File: src/rtl/wdog_guard.sv
module wdog_guard #(
  parameter int PS_W     = 3,
  parameter int BASE_EXP = 10,
  parameter int WIN_LEN  = 4
) (
  input  logic            clk,
  input  logic            rst_n,
  input  logic            ctl_we,
  input  logic [PS_W+1:0] ctl_wdata,
  output logic [PS_W+1:0] ctl_rdata,
  input  logic            kick,
  output logic            wdt_rst
);
  localparam int CNT_W = BASE_EXP + (1 << PS_W) - 1;
  localparam int WIN_W = $clog2(WIN_LEN + 1);

  logic             en_q;
  logic [PS_W-1:0]  ps_q;
  logic [WIN_W-1:0] win_q;
  logic [CNT_W-1:0] cnt_q;
  logic             rst_q;

  wire             toe_q    = (win_q != '0);
  wire             wr_toe   = ctl_wdata[PS_W+1];
  wire             wr_en    = ctl_wdata[PS_W];
  wire [PS_W-1:0]  wr_ps    = ctl_wdata[PS_W-1:0];
  wire             open_req = ctl_we & wr_toe & wr_en;
  wire             unlocked = ~en_q | toe_q;
  wire [CNT_W-1:0] last     = ~({CNT_W{1'b1}} << (BASE_EXP + ps_q));
  wire             hit      = en_q & ~kick & (cnt_q == last);

  always_ff @(posedge clk or negedge rst_n) begin
    if (!rst_n) begin
      en_q  <= 1'b0;
      ps_q  <= '0;
      win_q <= '0;
    end else if (ctl_we) begin
      if (open_req) begin
        en_q  <= 1'b1;
        win_q <= WIN_W'(WIN_LEN);
        if (unlocked) ps_q <= wr_ps;
      end else begin
        win_q <= '0;
        if (unlocked) begin
          en_q <= wr_en;
          ps_q <= wr_ps;
        end
      end
    end else if (toe_q) begin
      win_q <= win_q - 1'b1;
    end
  end

  always_ff @(posedge clk or negedge rst_n) begin
    if (!rst_n) begin
      cnt_q <= '0;
      rst_q <= 1'b0;
    end else begin
      rst_q <= hit;
      if (kick || hit) cnt_q <= '0;
      else if (en_q)   cnt_q <= cnt_q + 1'b1;
    end
  end

  assign ctl_rdata = {toe_q, en_q, ps_q};
  assign wdt_rst   = rst_q;

  p_pulse_single_r3: assert property (@(posedge clk) disable iff (!rst_n)
    wdt_rst |=> !wdt_rst);
  p_kick_defers_r4: assert property (@(posedge clk) disable iff (!rst_n)
    kick |=> !wdt_rst);
  p_open_sets_r5: assert property (@(posedge clk) disable iff (!rst_n)
    open_req |=> toe_q);
  p_en_locked_r7: assert property (@(posedge clk) disable iff (!rst_n)
    (en_q && !toe_q) |=> en_q);
  p_toe_needs_en_r8: assert property (@(posedge clk) disable iff (!rst_n)
    toe_q |-> en_q);
  p_win_bound_r8: assert property (@(posedge clk) disable iff (!rst_n)
    win_q <= WIN_W'(WIN_LEN));
  p_ps_locked_r9: assert property (@(posedge clk) disable iff (!rst_n)
    (en_q && !toe_q) |=> $stable(ps_q));
  p_quiet_disabled_r10: assert property (@(posedge clk) disable iff (!rst_n)
    !en_q |=> !wdt_rst);
endmodule

File: config.mk
export PLATFORM = sky130hd
export DESIGN_NAME = wdog_guard
export DESIGN_NICKNAME = d
export VERILOG_FILES = /design/src/rtl/wdog_guard.sv
export SDC_FILE = /design/constraint.sdc
export NUM_CORES = 1
export LEC_CHECK = 0
export BUFFER_PORTS_ARGS = -buffer_cell sky130_fd_sc_hd__buf_2
export CAP_MARGIN = 10
export CORE_MARGIN = 2
export CORE_UTILIZATION = 50
export DETAILED_ROUTE_END_ITERATION = 12
export PLACE_DENSITY = 0.69
export RECOVER_POWER = 50
export SLEW_MARGIN = 20
export SYNTH_ARGS = -nofsm -noshare
export SYNTH_HDL_FRONTEND = slang
export SYNTH_SLANG_ARGS = --single-unit
File: constraint.sdc
create_clock -name clk -period 2.5 [get_ports clk]
set_input_delay 0.375 -clock clk [delete_from_list [all_inputs] [get_ports clk]]
set_output_delay 0.375 -clock clk [all_outputs]
set_load 0.02 [all_outputs]
==> results of run 1 <==
==> worst min-delay path by stage <==
stage | startpoint | endpoint | slack (ns)
floorplan | rst_n | cnt_q[0] | 0.08
global placement | rst_n | cnt_q[7] | 0.39
detailed placement | rst_n | cnt_q[7] | 0.40
CTS | rst_n | cnt_q[7] | 0.04
global route | ctl_wdata[2] | ps_q[2] | 0.26
finish | ctl_wdata[3] | en_q | 0.27
==> stage by stage <==
step / worst slack, ns / util / hold WS, ns / area (um2)
3_3_place_gp: 0.270 / 0.553 / 0.391 / 1510
4_1_cts: 0.127 / 0.563 / 0.0402 / 1540
3_5_place_dp: 0.151 / 0.553 / 0.398 / 1510
5_1_grt: 0.0160 / 0.562 / 0.263 / 1540
2_1_floorplan: 0.148 / - / 0.0794 / 1430
6_report: 0.150 / 0.562 / 0.270 / 1540
==> critical path: stages, from the launching register on <==
cell	delay (ns)
sky130_fd_sc_hd__dfrtp_2	0.43
sky130_fd_sc_hd__inv_1	0.09
sky130_fd_sc_hd__ha_1	0.38
sky130_fd_sc_hd__or3b_1	0.43
sky130_fd_sc_hd__a32oi_1	0.22
sky130_fd_sc_hd__nand4_1	0.18
sky130_fd_sc_hd__o31ai_4	0.19
sky130_fd_sc_hd__buf_4	0.25
sky130_fd_sc_hd__nor2_1	0.08
==> synth_stat cells, types with 2 or more instances <==
cell type / count
sky130_fd_sc_hd__and3_1: 2
sky130_fd_sc_hd__mux2i_1: 2
sky130_fd_sc_hd__xnor2_1: 13
sky130_fd_sc_hd__nor2_1: 27
sky130_fd_sc_hd__mux2_2: 3
sky130_fd_sc_hd__inv_1: 11
sky130_fd_sc_hd__o21ai_0: 2
sky130_fd_sc_hd__buf_4: 2
sky130_fd_sc_hd__nand4_1: 5
sky130_fd_sc_hd__xor2_1: 6
sky130_fd_sc_hd__nand2_1: 6
sky130_fd_sc_hd__nor3_1: 5
sky130_fd_sc_hd__dfrtp_1: 25
sky130_fd_sc_hd__ha_1: 6
sky130_fd_sc_hd__nand2b_1: 3
sky130_fd_sc_hd__nor2b_1: 2
sky130_fd_sc_hd__nand3_1: 5
==> layout make-up <==
type	count	area, um2
Fill cell	254	1200
Inverter	11	41.3
Sequential cell	25	627
Tap cell	31	38.8
Timing Repair Buffer	15	75.1
Multi-Input combinational cell	105	729
Clock buffer	4	26.3
==> cell families (layout without fill, tap and decap cells) <==
family	Yosys count	in the layout
compound gates	13	13
flops	25	25
mux	5	5
simple gates	61	61
xor+xnor	19	19
fa+ha+maj	7	7
buf+inv	16	30
==> registers in the layout, summed over array words and instances (netlist names) <==
register,cells
cnt_q,17
ps_q,3
en_q,1
win_q,3
wdt_rst,1
==> power by group through the flow <==
stage / registers, mW / clock network [mW] / logic, mW
after floorplan: 0.542 / 0 / 0.355
after global placement: 0.540 / 0 / 0.419
after detailed placement: 0.545 / 0 / 0.439
after CTS: 0.537 / 0.187 / 0.441
after global routing: 0.551 / 0.205 / 0.489
final: 0.540 / 0.181 / 0.442
==> repair_timing <==
action / in CTS / in global routing
setup endpoints to repair: 0 / 17
gates resized for setup: 0 / 1
hold buffers: 0 / 0
==> per-layer routing <==
layer	vias up	wire, um	track usage
li1	518	-	-
met1	509	1370	0.268
met3	4	80	0.0227
met4	0	32	0.0698
met2	21	1250	0.278
met5	-	0	0
==> out/results.md, run 1 <==
• 4 — number of detailed-routing iterations run before antenna repair
• 1.33 ns — pin slew with the least headroom to its limit
• 0.000528 V — Max IR drop VDD
• 0.15 ns — setup slack of the most critical reg-to-reg path
• 26 — largest net degree at the start of global routing
• 2.35 ns — minimum period implied by the final worst setup slack
• sky130_fd_sc_hd__dfrtp_1 (44%), sky130_fd_sc_hd__xnor2_1 (8.0%), sky130_fd_sc_hd__nor2_1 (7.1%) — ranking of synthesized cells by area
• 0 — count of pins over their slew limit
• 0.389 — Sw Ratio
• 0 — Setup Buffers After CTS
• 161 — nets in the synthesized netlist
• 1.16 mW — Overall Power
• 0.00479 ns — Worst Clk Skew
• 1,052 — via count
• 38 — library cells used by synthesis
• 1,029 — via count of the first global-routing pass
• 2740 um — drt total wl
• 2.71 ns — required time of the worst setup path
• 0.524 — Initial Utilization
• ps_q[1] — worst flop-to-flop path startpoint
• 9.80 um2 — syn avg cell area
• 0 ns — Post-Route Setup TNS
• cnt_q[3] — worst setup path end
• 14 — number of port buffers
• 7.43% — area added between synthesis and finish
• 0.671 nW — leakage power summed over all cells
• 0.14 ns — clock transition at the registers of the reported paths
• 0.464 — sequential cell fraction of total power
• 0 — final routed DRC violation total
• 2.56 ns — Worst Path Arrival
• 426 MHz — maximum frequency from static timing analysis
• 2 — hold depth
• 5.51 — number of vias per cell
• cnt_q[3] — Reg2Reg Capture Point
• 0 — gr ovfl total
• 1990 um — detailed-placement wirelength estimate
• 0.0594 — Post-Synth Adder-Cell Area
• 1 — CTS H-Tree Depth
• sky130_fd_sc_hd__dfrtp_1 — post-synthesis cell type with the largest combined area
• 453 uW — switching power
• ps_q[1] — startpoint of the worst setup timing path
• done — clock tree from TritonCTS
• 3 — TritonCTS Buffers
• 0.206 — simple-gate portion of the synthesized area
• 19 — # rows
• 0 — count of endpoints failing setup in the final report
• 0.150 — fraction of layout instances using a drive strength above 1
• 0.874 — placer's final routability congestion estimate
• 15 — number of top-level pins
• 710 uW — cell-internal power
• 0 — max capacitance violation total
• 0.380 — Comb power frac
• 146 — synthesized instance count
• 17 — worst-path fanout max
• 0.156 — fraction of power consumed by the clock network
• 25 — Yosys reg bits
• 0 — final count of hold timing violations
• completed — outcome
• sky130_fd_sc_hd__dfrtp_1 — most common flop cell mapped by yosys
• false — RSZ-0062 raised after global routing
• 0.0376 — mux cell area share after synthesis
• 55 — iteration-0 DRC count of the detailed router
• 0 — initial antenna violation count
• 191 — final cell count without fillers
• sky130_fd_sc_hd__clkbuf_4 — buffer type at the clock tree root
• 0.183 — total routing usage reported by global routing
• 0.940 — share of the clock period used by the worst path
• 0 — number of routed nets with antenna violations
• flop to flop — Crit Path Class
• 57.5 um — horizontal die dimension
• 187 — number of placed cells counting well taps
• 4710 um — first-pass GRT wire length
• input port to flop — classification of the worst-slack hold path
• 2 — deepest clock path buffer count
• 0.437 — post-synth top area share
• 0.31 ns — clock network latency to the later pin of the worst-skew pair
• 0.0900 — compound-gate portion of the synthesized area
• 0 — number of enable-type register cells in the synthesized netlist
• 176 — Net count, final
• 57.5 um — Die Y
• 3310 um2 — die outline area
• flop — crit path capture type
• 14.3 um — post-DR wirelength/cell
• 0.116 — XOR/XNOR share of the synthesized area
• 0.114 — max_slew headroom
• 1430 um2 — Synth Cell Area
• 1.00 — share of flip-flops with an asynchronous set or reset
• sky130_fd_sc_hd__nor2_1 — leading cell type in the layout, fill and taps excluded
• 8 — Register-to-Register Path Depth
• 0 — antenna diode count
• 757 nW/um2 — power per standard cell area
• simple AND/OR/NAND/NOR gates — largest family of logic cells by synthesized area
• 0.437 — sequential share of the synthesized area
• 0 — yosys synthesis warning count
• 2730 um2 — floorplan core area
• flop — Worst Setup Start Kind
• sky130_fd_sc_hd__nor2_1 (27), sky130_fd_sc_hd__dfrtp_1 (24), sky130_fd_sc_hd__xnor2_1 (13), sky130_fd_sc_hd__buf_2 (12), sky130_fd_sc_hd__inv_1 (11) — leading cell types in the layout, fill and taps excluded
• 25 — number of clock sinks seen by CTS
Power figures use the tool's default switching activity.
==> run 2, diff against run 1 <==
--- a/config.mk
+++ b/config.mk
@@ -8,9 +8,8 @@
 export BUFFER_PORTS_ARGS = -buffer_cell sky130_fd_sc_hd__buf_2
 export CAP_MARGIN = 10
 export CORE_MARGIN = 2
-export CORE_UTILIZATION = 50
+export CORE_UTILIZATION = 40
 export DETAILED_ROUTE_END_ITERATION = 12
-export PLACE_DENSITY = 0.69
 export RECOVER_POWER = 50
 export SLEW_MARGIN = 20
 export SYNTH_ARGS = -nofsm -noshare
==> run 2 against run 1 <==
- sequential power about the same
- setup slack improved by 0.076 ns
- clock-buffer cell count did not move
- global-route usage down 2.4 points
- combinational power shrank 1%
- final cell count up 8.4%
- register-to-register slack better by 0.08 ns
- power grew 0.47%
- fmax grew 3.3%
- sequential cell count did not move
- core utilization is 10 points lower
==> out/results.md, run 2 (same netlist as run 1, synthesis figures left out) <==
• 2.74 ns — required time of the worst setup path, was 2.71 ns
• 1.37 ns — pin slew with the least headroom to its limit, was 1.33 ns
• 0 — antenna diode count, unchanged
• sky130_fd_sc_hd__clkbuf_4 — buffer type at the clock tree root, unchanged
• cnt_q[0] — Reg2Reg Capture Point, was cnt_q[3]
• 0 — count of endpoints failing setup in the final report, unchanged
• completed — outcome, unchanged
• 626 um2 — sequential cell area in the final layout, was 627 um2
• 63.8 um — horizontal die dimension, was 57.5 um
• 0.23 ns — setup slack of the most critical reg-to-reg path, was 0.15 ns
• 0 — Setup Buffers After CTS, unchanged
• 4070 um2 — die outline area, was 3310 um2
• 0.974 — placer's final routability congestion estimate, was 0.874
• 329 — filler cell count, was 254
• cnt_q (17), ps_q (3), win_q (3) — registers with the most flip-flops, unchanged
• 748 nW/um2 — power per standard cell area, was 757 nW/um2
• 9.18% — area added between synthesis and finish, was 7.43%
• 8 — worst-path fanout max, was 17
• 0.34 ns — clock network latency to the later pin of the worst-skew pair, was 0.31 ns
• 0.15 ns — clock transition at the registers of the reported paths, was 0.14 ns
• 177 — Net count, final, was 176
• 1 — CTS H-Tree Depth, unchanged
• ps_q[1] — worst flop-to-flop path startpoint, unchanged
• 2.52 ns — Worst Path Arrival, was 2.56 ns
• 63.8 um — Die Y, was 57.5 um
• flop — crit path capture type, unchanged
• ctl_wdata[1] — hold_sp, was ctl_wdata[3]
• 0 — final routed DRC violation total, unchanged
• 0 — final count of hold timing violations, unchanged
• 0.0872 — max_slew headroom, was 0.114
• sky130_fd_sc_hd__nor2_1 — leading cell type in the layout, fill and taps excluded, unchanged
• 2120 um — detailed-placement wirelength estimate, was 1990 um
• 1,087 — via count, was 1,052
• 14 — number of port buffers, unchanged
• 5.25 — number of vias per cell, was 5.51
• done — clock tree from TritonCTS, unchanged
• 0.00688 ns — Worst Clk Skew, was 0.00479 ns
• 2 — hold depth, unchanged
• 2 — deepest clock path buffer count, unchanged
• flop to flop — Crit Path Class, unchanged
• 4 — number of detailed-routing iterations run before antenna repair, unchanged
• 0.226 ns — post-route setup slack, was 0.150 ns
• 0.677 nW — leakage power summed over all cells, was 0.671 nW
• sky130_fd_sc_hd__nor2_1 (27), sky130_fd_sc_hd__dfrtp_1 (25), sky130_fd_sc_hd__xnor2_1 (13), sky130_fd_sc_hd__buf_2 (12), sky130_fd_sc_hd__inv_1 (11) — leading cell types in the layout, fill and taps excluded, was sky130_fd_sc_hd__nor2_1 (27), sky130_fd_sc_hd__dfrtp_1 (24), sky130_fd_sc_hd__xnor2_1 (13), sky130_fd_sc_hd__buf_2 (12), sky130_fd_sc_hd__inv_1 (11)
• 8 — Register-to-Register Path Depth, unchanged
• 0.000421 V — Max IR drop VDD, was 0.000528 V
• 17 — max reg flops, unchanged
• 3 — TritonCTS Buffers, unchanged
• false — RSZ-0062 raised after global routing, unchanged
• 1,033 — via count of the first global-routing pass, was 1,029
• 0.422 — Initial Utilization, was 0.524
• 0 — count of pins over their slew limit, unchanged
• 0 — max capacitance violation total, unchanged
• cnt_q — Top reg by flops, unchanged
• 729 um2 — area occupied by multi-input gates, unchanged
• 2.27 ns — minimum period implied by the final worst setup slack, was 2.35 ns
• 0 — gr ovfl total, unchanged
• 0 — number of routed nets with antenna violations, unchanged
• 0.910 — share of the clock period used by the worst path, was 0.940
• 5020 um — first-pass GRT wire length, was 4710 um
• 49 — iteration-0 DRC count of the detailed router, was 55
• 1.17 mW — Overall Power, was 1.16 mW
• ps_q[1] — Worst Hold End, was en_q
• 0 — total of hold buffers inserted after clock tree synthesis, unchanged
• 13.7 um — post-DR wirelength/cell, was 14.3 um
• 26 — largest net degree at the start of global routing, unchanged
• 0.241 ns — pre-CTS worst setup slack, was 0.151 ns
• flop — Worst Setup Start Kind, unchanged
• 0 ns — Post-Route Setup TNS, unchanged
• 440 MHz — maximum frequency from static timing analysis, was 426 MHz
• 0.159 — total routing usage reported by global routing, was 0.183
• 25 — number of clock sinks seen by CTS, unchanged
• 3390 um2 — floorplan core area, was 2730 um2
• 21 — # rows, was 19
• input port to flop — classification of the worst-slack hold path, unchanged
• 0 — post-cts sizing count, unchanged
• 2840 um — drt total wl, was 2740 um
• 0.258 ns — Fin Hold WS, was 0.270 ns
• 0.149 — fraction of layout instances using a drive strength above 1, was 0.150
• 15 — number of top-level pins, unchanged
• 0 — initial antenna violation count, unchanged
## run 2: changes by cell type in the layout (fill, tap and decap cells not counted)
cell                      delta
sky130_fd_sc_hd__dfrtp_1     +1
sky130_fd_sc_hd__dfrtp_2     -1
sky130_fd_sc_hd__buf_4       +1
## run 2: final cells by class
cell class	count	share of cell area
Clock buffer	4	0.0168
Inverter	11	0.0264
Multi-Input combinational cell	105	0.467
Sequential cell	25	0.400
Tap cell	46	0.0368
Timing Repair Buffer	16	0.0528
## run 2: worst max-delay path, stage by stage, from the launching register on
cell	delay, ns
sky130_fd_sc_hd__dfrtp_1	0.45
sky130_fd_sc_hd__inv_1	0.10
sky130_fd_sc_hd__ha_1	0.38
sky130_fd_sc_hd__or3b_1	0.42
sky130_fd_sc_hd__a32oi_1	0.19
sky130_fd_sc_hd__nand4_1	0.16
sky130_fd_sc_hd__o31ai_4	0.21
sky130_fd_sc_hd__buf_4	0.19
sky130_fd_sc_hd__nor2_1	0.07
## run 2: metrics by stage
| stage | std cells | cell area, um2 | util |
|---|---|---|---|
| global placement | 203 | 1540 | 0.454 |
| detailed placement | 203 | 1540 | 0.454 |
| global route | 207 | 1560 | 0.461 |
| CTS | 207 | 1570 | 0.462 |
| finish | 207 | 1560 | 0.461 |
| floorplan | 146 | 1430 | - |
## run 2: how the worst max path moves through the flow
stage,from,cells past startpoint,to
2_1_floorplan,ps_q[1],8,cnt_q[10]
3_3_place_gp,ps_q[1],8,cnt_q[15]
3_5_place_dp,ps_q[1],8,cnt_q[0]
4_1_cts,ps_q[1],8,cnt_q[0]
5_1_grt,ps_q[1],8,cnt_q[0]
6_report,ps_q[1],8,cnt_q[0]
## run 2: report_power, final
group	switching [mW]	internal [mW]
logic	0.250	0.187
clock network	0.132	0.0628
registers	0.0763	0.461
total	0.458	0.711
## run 2: routing by layer
metal,track usage,vias up,wire (um)
met2,0.251,39,1310
met4,0.0761,0,85
met5,0,-,0
met3,0.0387,8,176
met1,0.203,517,1270
li1,-,523,-
